<file path="config.mk">
export PLATFORM = sky130hd
export DESIGN_NAME = iso_tx_ctx_bank
export DESIGN_NICKNAME = d
export VERILOG_FILES = /design/src/rtl/iso_ctl_pkg.sv /design/src/rtl/iso_ctl_dec.sv /design/src/rtl/iso_ctl_ctx.sv /design/src/rtl/iso_ctl_rdmux.sv /design/src/rtl/iso_tx_ctx_bank.sv
export SDC_FILE = /design/constraint.sdc
export NUM_CORES = 1
export LEC_CHECK = 0
export BUFFER_PORTS_ARGS = -buffer_cell sky130_fd_sc_hd__buf_2
export CORE_ASPECT_RATIO = 0.8
export CORE_MARGIN = 2
export CORE_UTILIZATION = 50
export DETAILED_ROUTE_END_ITERATION = 6
export GPL_TIMING_DRIVEN = 0
export PLACE_DENSITY = 0.7
export SLEW_MARGIN = 20
export SYNTH_ARGS = -nofsm -noshare
export SYNTH_HDL_FRONTEND = slang
export SYNTH_SLANG_ARGS = --single-unit
</file>
<file path="constraint.sdc">
create_clock -name clk -period 3.5 [get_ports clk]
set_input_delay 0.7 -clock clk [delete_from_list [all_inputs] [get_ports clk]]
set_output_delay 0.7 -clock clk [all_outputs]
set_load 0.005 [all_outputs]
</file>
<file path="src/rtl/iso_ctl_pkg.sv">
package iso_ctl_pkg;

    localparam int WORD_W  = 32;
    localparam int MATCH_W = 15;
    localparam int CODE_W  = 5;

    localparam int BIT_MEN  = 31;
    localparam int BIT_RUN  = 15;
    localparam int BIT_WAKE = 12;
    localparam int BIT_DEAD = 11;
    localparam int BIT_ACT  = 10;

    localparam logic [WORD_W-1:0] RSVD_MASK = 32'h0000_63E0;

    typedef enum logic [CODE_W-1:0] {
        EV_NONE    = 5'h00,
        EV_DESC_RD = 5'h06,
        EV_DATA_RD = 5'h07,
        EV_UNKNOWN = 5'h0E,
        EV_ACK_OK  = 5'h11
    } evcode_e;

    // stored state of one context
    typedef struct packed {
        logic               match_en;
        logic [MATCH_W-1:0] match;
        logic               run;
        logic               wake;
        logic               dead;
        logic               active;
        logic [CODE_W-1:0]  code;
    } ctx_state_t;

    // the software-writable subset of a write word
    typedef struct packed {
        logic               match_en;
        logic [MATCH_W-1:0] match;
        logic               run;
        logic               wake;
    } sw_bits_t;

    function automatic sw_bits_t take_bits(input logic [WORD_W-1:0] w);
        sw_bits_t b;
        b.match_en = w[BIT_MEN];
        b.match    = w[30:16];
        b.run      = w[BIT_RUN];
        b.wake     = w[BIT_WAKE];
        return b;
    endfunction

    function automatic logic [CODE_W-1:0] legal_code(input logic [CODE_W-1:0] c);
        case (c)
            EV_ACK_OK, EV_DESC_RD, EV_DATA_RD, EV_UNKNOWN: return c;
            default: return EV_UNKNOWN;
        endcase
    endfunction

    function automatic logic [WORD_W-1:0] pack_word(input ctx_state_t s);
        logic [WORD_W-1:0] w;
        w           = '0;
        w[BIT_MEN]  = s.match_en;
        w[30:16]    = s.match;
        w[BIT_RUN]  = s.run;
        w[BIT_WAKE] = s.wake;
        w[BIT_DEAD] = s.dead;
        w[BIT_ACT]  = s.active;
        w[4:0]      = s.code;
        return w;
    endfunction

endpackage

</file>
<file path="src/rtl/iso_ctl_dec.sv">
module iso_ctl_dec #(
    parameter int NCTX   = 8,
    parameter int AW     = 12,
    parameter int BASE   = 'h200,
    parameter int STRIDE = 16,
    localparam int CW    = (NCTX > 1) ? $clog2(NCTX) : 1
) (
    input  logic [AW-1:0]   addr,
    input  logic            we,
    output logic [NCTX-1:0] set_hit,
    output logic [NCTX-1:0] clr_hit,
    output logic [CW-1:0]   rd_sel,
    output logic            rd_hit
);

    logic [NCTX-1:0] sel_hit;

    for (genvar n = 0; n < NCTX; n++) begin : g_ctx
        localparam logic [AW-1:0] SET_A = AW'(BASE + n * STRIDE);
        localparam logic [AW-1:0] CLR_A = AW'(BASE + n * STRIDE + 4);
        assign set_hit[n] = we && (addr == SET_A);
        assign clr_hit[n] = we && (addr == CLR_A);
        assign sel_hit[n] = (addr == SET_A) || (addr == CLR_A);
    end

    always_comb begin
        rd_sel = '0;
        for (int n = 0; n < NCTX; n++) begin
            if (sel_hit[n]) rd_sel = CW'(n);
        end
    end

    assign rd_hit = |sel_hit;

endmodule

</file>
<file path="src/rtl/iso_ctl_ctx.sv">
module iso_ctl_ctx
    import iso_ctl_pkg::*;
(
    input  logic               clk,
    input  logic               rst,
    input  logic               sw_set,
    input  logic               sw_clr,
    input  sw_bits_t           sw_bits,
    input  logic               fetch,
    input  logic               fatal,
    input  logic               busy,
    input  logic               done,
    input  logic [CODE_W-1:0]  evt,
    input  logic               cyc_start,
    input  logic [MATCH_W-1:0] cyc_now,
    output ctx_state_t         st,
    output logic               enable,
    output logic               start
);

    ctx_state_t nxt;

    always_comb begin
        nxt = st;
        if (sw_set) begin
            nxt.match_en = st.match_en | sw_bits.match_en;
            nxt.match    = st.match | sw_bits.match;
            nxt.run      = st.run | sw_bits.run;
            nxt.wake     = st.wake | sw_bits.wake;
        end
        if (sw_clr) begin
            nxt.match_en = st.match_en & ~sw_bits.match_en;
            nxt.match    = st.match & ~sw_bits.match;
            nxt.run      = st.run & ~sw_bits.run;
            if (sw_bits.run) nxt.dead = 1'b0;
        end
        // hardware updates override software on the same bit
        if (fetch) nxt.wake = 1'b0;
        if (fatal) nxt.dead = 1'b1;
        nxt.active = nxt.run & busy;
        if (nxt.active) nxt.match_en = 1'b0;
        if (done) nxt.code = legal_code(evt);
    end

    always_ff @(posedge clk) begin
        if (rst) st <= '0;
        else     st <= nxt;
    end

    assign enable = st.run & ~st.dead;
    assign start  = enable & (~st.match_en | (cyc_start & (cyc_now == st.match)));

    AST_FETCH_CLEARS_WAKE: assert property (@(posedge clk) disable iff (rst)
        fetch |=> !st.wake);
    AST_FATAL_SETS_DEAD: assert property (@(posedge clk) disable iff (rst)
        fatal |=> st.dead);
    AST_IDLE_NOT_ACTIVE: assert property (@(posedge clk) disable iff (rst)
        !busy |=> !st.active);
    AST_ACTIVE_DROPS_MATCH: assert property (@(posedge clk) disable iff (rst)
        $rose(st.active) |-> !st.match_en);
    AST_ACK_CODE_KEPT: assert property (@(posedge clk) disable iff (rst)
        (done && evt == EV_ACK_OK) |=> st.code == EV_ACK_OK);
    AST_RUN_SW_ONLY: assert property (@(posedge clk) disable iff (rst)
        (!sw_set && !sw_clr) |=> $stable(st.run));
    AST_START_GATED: assert property (@(posedge clk) disable iff (rst)
        start |-> (st.run && !st.dead));

endmodule

</file>
<file path="src/rtl/iso_ctl_rdmux.sv">
module iso_ctl_rdmux
    import iso_ctl_pkg::*;
#(
    parameter int NCTX = 8,
    localparam int CW  = (NCTX > 1) ? $clog2(NCTX) : 1
) (
    input  ctx_state_t        st [NCTX],
    input  logic [CW-1:0]     rd_sel,
    input  logic              rd_hit,
    output logic [WORD_W-1:0] rdata
);

    always_comb begin
        rdata = '0;
        if (rd_hit) rdata = pack_word(st[rd_sel]);
    end

endmodule

</file>
<file path="src/rtl/iso_tx_ctx_bank.sv">
module iso_tx_ctx_bank
    import iso_ctl_pkg::*;
#(
    parameter int NCTX   = 8,
    parameter int AW     = 12,
    parameter int BASE   = 'h200,
    parameter int STRIDE = 16,
    localparam int CW    = (NCTX > 1) ? $clog2(NCTX) : 1
) (
    input  logic               clk,
    input  logic               rst,
    input  logic [AW-1:0]      reg_addr,
    input  logic [WORD_W-1:0]  reg_wdata,
    input  logic               reg_we,
    output logic [WORD_W-1:0]  reg_rdata,
    input  logic [NCTX-1:0]    dma_fetch,
    input  logic [NCTX-1:0]    dma_fatal,
    input  logic [NCTX-1:0]    dma_busy,
    input  logic [NCTX-1:0]    dma_done,
    input  logic [CODE_W-1:0]  dma_evt,
    input  logic [1:0]         cyc_secs_lo,
    input  logic [12:0]        cyc_count,
    input  logic               cyc_start,
    output logic [NCTX-1:0]    ctx_enable,
    output logic [NCTX-1:0]    ctx_start
);

    logic [NCTX-1:0]    set_hit;
    logic [NCTX-1:0]    clr_hit;
    logic [CW-1:0]      rd_sel;
    logic               rd_hit;
    ctx_state_t         st [NCTX];
    sw_bits_t           sw_bits;
    logic [MATCH_W-1:0] cyc_now;
    logic               unused_wbits;

    assign sw_bits      = take_bits(reg_wdata);
    assign cyc_now      = {cyc_secs_lo, cyc_count};
    assign unused_wbits = ^{reg_wdata[14:13], reg_wdata[11:0]};

    iso_ctl_dec #(
        .NCTX(NCTX), .AW(AW), .BASE(BASE), .STRIDE(STRIDE)
    ) u_dec (
        .addr(reg_addr), .we(reg_we),
        .set_hit(set_hit), .clr_hit(clr_hit),
        .rd_sel(rd_sel), .rd_hit(rd_hit)
    );

    for (genvar n = 0; n < NCTX; n++) begin : g_ctx
        iso_ctl_ctx u_ctx (
            .clk(clk), .rst(rst),
            .sw_set(set_hit[n]), .sw_clr(clr_hit[n]), .sw_bits(sw_bits),
            .fetch(dma_fetch[n]), .fatal(dma_fatal[n]),
            .busy(dma_busy[n]), .done(dma_done[n]), .evt(dma_evt),
            .cyc_start(cyc_start), .cyc_now(cyc_now),
            .st(st[n]), .enable(ctx_enable[n]), .start(ctx_start[n])
        );
    end

    iso_ctl_rdmux #(.NCTX(NCTX)) u_rd (
        .st(st), .rd_sel(rd_sel), .rd_hit(rd_hit), .rdata(reg_rdata)
    );

    AST_RSVD_ZERO: assert property (@(posedge clk) disable iff (rst)
        (reg_rdata & RSVD_MASK) == '0);
    AST_DEAD_BLOCKS_ENABLE: assert property (@(posedge clk) disable iff (rst)
        (dma_fatal != '0) |=> ((ctx_enable & dma_fatal) == '0));

endmodule

</file>
==> After elaboration in Yosys (flattened, before gate mapping) <==
Index checks and enable logic that the tools add are counted.
{ "totals": {"ff_bits": 200, "in_bits": 100, "output_inout_bits": 48} }
{ "classes": {"n_lt_le_gt_ge": 1, "eq_ne": 28, "mux": 45, "bitwise_logic": 116, "reduce_logical": 74} }
{ "ops": {"columns": ["cell", "count"], "rows": [
  ["$eq A12 B10 Y1 const B", 16],
  ["$mux W18", 8],
  ["$mux W17", 8],
  ["$and A15 B15 Y15", 8],
  ["$eq A15 B15 Y1", 8],
  ["$or A15 B15 Y15", 8],
  ["$bmux W25 S3", 1],
  ["$mux W25", 2],
  ["$and A1 B1 Y1", 48],
  ["$reduce_bool A2 Y1", 24],
  ["$mux W32", 1],
  ["$or A1 B1 Y1", 32],
  ["$reduce_or A2 Y1", 16],
  ["$mux W1", 18],
  ["$not A1 Y1", 18],
  ["$logic_and A1 B1 Y1", 16],
  ["$reduce_and A2 Y1", 8],
  ["$not A15 Y15", 1],
  ["$mux W3", 4],
  ["$eq A5 B3 Y1 const B", 2],
  ["$logic_or A1 B1 Y1", 8],
  ["$reduce_or A8 Y1", 1],
  ["$eq A5 B4 Y1 const B", 1],
  ["$eq A5 B5 Y1 const B", 1],
  ["5 further kinds", 6]
]} }

==> Logic depth before layout (Yosys ltp) <==
{ "logic_depth": {"depth_word": 14, "depth_mapped": 8, "ltp_nobuf": 5} }

==> Hierarchy <==
From an unflattened synthesis, not the netlist that was laid out.
{ "unflattened": {"hier_cells": 1097, "area_unflattened_um2": 10498.8} }
{ "by_module_without_submodules": {"columns": ["module", "n_inst", "cells_per_inst", "area_each_um2", "seq_area_each_um2"], "rows": [
  ["iso_ctl_ctx", 8, 110, 1038.5, 500.5],
  ["iso_ctl_rdmux", 1, 180, 1944.4, 0.0],
  ["iso_ctl_dec", 1, 37, 246.5, 0.0]
]} }

==> Worst setup path before layout <==
Ideal clock, no wire load.
{ "synth_timing": {"kind": "input-to-output", "from": "in reg_addr[8]", "to": "out reg_rdata[15]", "t_arrival_ns": 2.343, "required_time_ns": 2.800, "path_slack_ns": 0.457, "stages": 7, "path_buffers": 3, "path_cell_list": "or4b_1 > buf_2 > buf_6 > nor3b_1 > nand2b_1 > buf_2 > o221ai_1"} }
{ "synth_via": {"elab_chain_cells": 14, "elab_cells_between_ends": 37, "cone_classes": "16 x eq/ne; 11 x mux; 1 x bitwise; 9 x reduce/logical"} }
{ "synth_rtl": {"columns": ["element", "line", "text"], "rows": [
  ["start, declared", "iso_tx_ctx_bank.sv:12", "input logic [AW-1:0] reg_addr,"],
  ["$eq A12 B10 Y1", "iso_ctl_dec.sv:23", "assign sel_hit[n] = (addr == SET_A) || (addr == CLR_A);"],
  ["$logic_or A1 B1 Y1", "iso_ctl_dec.sv:23", null],
  ["$mux W1", "iso_ctl_dec.sv:29", "if (sel_hit[n]) rd_sel = CW'(n);"],
  ["$mux W2 (2 in series)", "iso_ctl_dec.sv:29", null],
  ["$mux W3 (4 in series)", "iso_ctl_dec.sv:29", null],
  ["$not A3 Y4 (not written as such)", "iso_ctl_rdmux.sv:15", "if (rd_hit) rdata = pack_word(st[rd_sel]);"],
  ["$bmux W25 S3", "iso_ctl_rdmux.sv:15", null],
  ["$mux W25 (not written as such) (2 in series)", "iso_ctl_rdmux.sv:15", null],
  ["$mux W32 (*)", "iso_ctl_rdmux.sv:15", null],
  ["end, declared", "iso_tx_ctx_bank.sv:15", "output logic [WORD_W-1:0] reg_rdata,"]
]} }
Mark *: on every way between the ends. The rest lies on a longest branch, timed or not. The select of a mux whose other input is x is not followed.

==> Worst setup path in the final report <==
{ "layout_timing": {"from": "in reg_addr[11]", "to": "out reg_rdata[17]"} }
The elaborated chain is that of the path after synthesis.

==> impl_metrics.ini <==
[detailed_routing]
final_antenna_net_count = 0
routed_wl_um = 45900
drt_iter0_drc = 2067
drc = 0
drtPass1Iterations = 6
viasPerCell = 6.60
routedWlPerCell_um = 27.3
vias = 11081

[pwr]
comb_power_share_pct = 11.2
p_int_mw = 3.49
p_sw_mw = 1.44
power_frac_seq_pct = 47.1
power_frac_clock_pct = 41.7
ir_drop_v = 0.000328
p_sw_share_pct = 29.2
leakage_nw = 4.60
p_per_area_mw_per_mm2 = 392

[logic_synthesis]
synth_enable_flop_cells = 0
synth_cells = 1260
ys_types = 48
ys_seq_elements = 200
synth_seq_area_share_pct = 36.7
synthArstFlopShare_pct = 0
synth_ff_type = dfxtp_1
yosys_warnings = 0
syn_avg_cell_area_um2 = 8.66
yosysTopAreaCell = dfxtp_1
synth_area_leaders = dfxtp_1, xnor2_1, a21oi_1, mux2i_1, a211oi_1
netlist.area_leader.share_pct = 36.7
syn_area_mm2 = 0.0109

[place]
place_congestion = 1.07
io_buffers = 102
hpwlAfterDp_um = 33000

[clock_network]
cts-root-buf = clkbuf_16
clockBufferDepth = 2
cts_htree_levels = 4
postCtsHoldBufs = 0
cts.sink_count = 200
clock_latency_ps = 450
cts_made_buffers = 17
cts.reportedPaths.clkPinSlew_ps = 70
tritoncts = done

[cells_and_area]
nets = 1489
layout_commonest_cell = dfxtp_1
syn2layout_area_growth_pct = 15.3
mostFrequentLayoutCells = dfxtp_1, a21oi_1, buf_2
largest_reg_flops = 200
top_regs = g_ctx.u_ctx.st (200)
layout-drive-gt1-share_pct = 19.8
largest_register = g_ctx.u_ctx.st

[floorplanning]
die_x_um = 169
row_count = 48
start_util_pct = 50.8
ios = 148
die_h_um = 136
core_area_mm2 = 0.0215
die_area_mm2 = 0.0230

[setup_path]
crit_fanout = 10
crit_required_ps = 2800
critPathKind = in -> out
cp-end-kind = primary output
critPathArrivalTime_ps = 2810
rrSetupSlack_ps = 2220
startpoint_type = input pin

[global_route]
grt_max_degree = 20
antenna_found_initial = 3
grt_pass1_wl_um = 66400
track_usage_pct = 39.6
overflow = 0
grt_pass1_vias = 10117

[job]
maxCapViolations = 0

[sta]
tns_ps = -7.39
finalCriticalPeriod_ps = 3510
max_freq_mhz = 285
setup_ws_ps = -7.39
worst_pin_slew_ps = 1160
setup_viol = 1
hold-worst-slack_ps = 408
drv_slew = 0
slew_headroom_pct = 22.6
rsz0062_at_grt = false
timing.final.crit_share_pct = 100
fin_skew_ps = 6.77
hold_violations = 0

[status]
violations = setup timing
status = finished with violations

[hold_path]
min_path_type = in -> reg
path summary, 6_finish.rpt:
kind / startpoint / to / depth (start not counted)
min reg2reg: g_ctx[7].u_ctx.st[1] / g_ctx[7].u_ctx.st[1] / 1
max reg2reg: g_ctx[4].u_ctx.st[8] / g_ctx[4].u_ctx.st[24] / 3
min: dma_fetch[5] / g_ctx[5].u_ctx.st[7] / 2
max: reg_addr[11] / reg_rdata[17] / 7
stage by stage:
step	area (um2)	instances	setup slack, ps	utilization, %	total power, mW
after CTS	12500	1675	2.09	58.1	4.87
after detailed placement	11800	1643	-835	54.8	2.88
after floorplan	10900	1266	457	-	2.67
after global placement	11800	1643	-860	54.8	2.88
final	12600	1679	-7.39	58.5	4.93
after global routing	12600	1677	4.13	58.5	5.02
cell families after synthesis:
| family | count (synthesis) | synth area share [%] |
|---|---|---|
| XOR/XNOR | 120 | 9.63 |
| AO/OA/AOI/OAI | 368 | 21.3 |
| AND/OR/NAND/NOR | 314 | 16.2 |
| other | 1 | 0.0344 |
| buffers and inverters | 158 | 6.86 |
| flip-flops | 200 | 36.7 |
| multiplexers | 99 | 9.25 |
Yosys cell counts, drive strengths merged, types with 4 or more instances:
library cell / instances
a2111oi: 4
a211oi: 98
a21boi: 8
a21oi: 177
a31oi: 6
and2: 4
and3: 46
buf: 59
clkbuf: 90
dfxtp: 200
inv: 9
mux2: 15
mux2i: 84
nand2: 57
nand2b: 6
nand4: 34
nor2: 45
nor2b: 23
nor3: 59
nor3b: 4
nor4: 14
o21a: 17
o21ai: 29
o221ai: 25
or4: 9
xnor2: 120
critical path: stages:
cell      delay, ps
buf_2           100
or3b_1          500
nor3_4          440
nand2_2         280
buf_4           300
o221ai_1        300
buf_2           170
power groups by stage:
stage               combinational [mW]  sequential, mW  clock, mW
global placement                 0.510            2.37          0
CTS                              0.518            2.32       2.03
detailed placement               0.510            2.37          0
floorplan                        0.297            2.37          0
finish                           0.551            2.32       2.06
global route                     0.568            2.32       2.13
cell type report:
cell class | count | area, um2
fillers | 2041 | 8920
multi-input cells | 908 | 6280
flip-flops and latches | 200 | 4000
plain buffers | 149 | 793
repair buffers | 104 | 526
clock buffers | 18 | 429
well taps | 275 | 344
clock inverters | 14 | 163
inverters | 9 | 33.8
diodes | 2 | 5.00
layer usage:
layer	global-route usage (%)	wire, um
met4	14.2	1630
met5	0	0
met1	56.5	18700
met3	14.4	7350
met2	54.4	18200
timing repair:
action / CTS / global route
setup endpoints to repair: 26 / 32
pin swaps: 1 / 1
gates resized for setup: 39 / 43
buffers inserted: 0 / 2
Note: power is estimated with default switching activity, not from simulation.
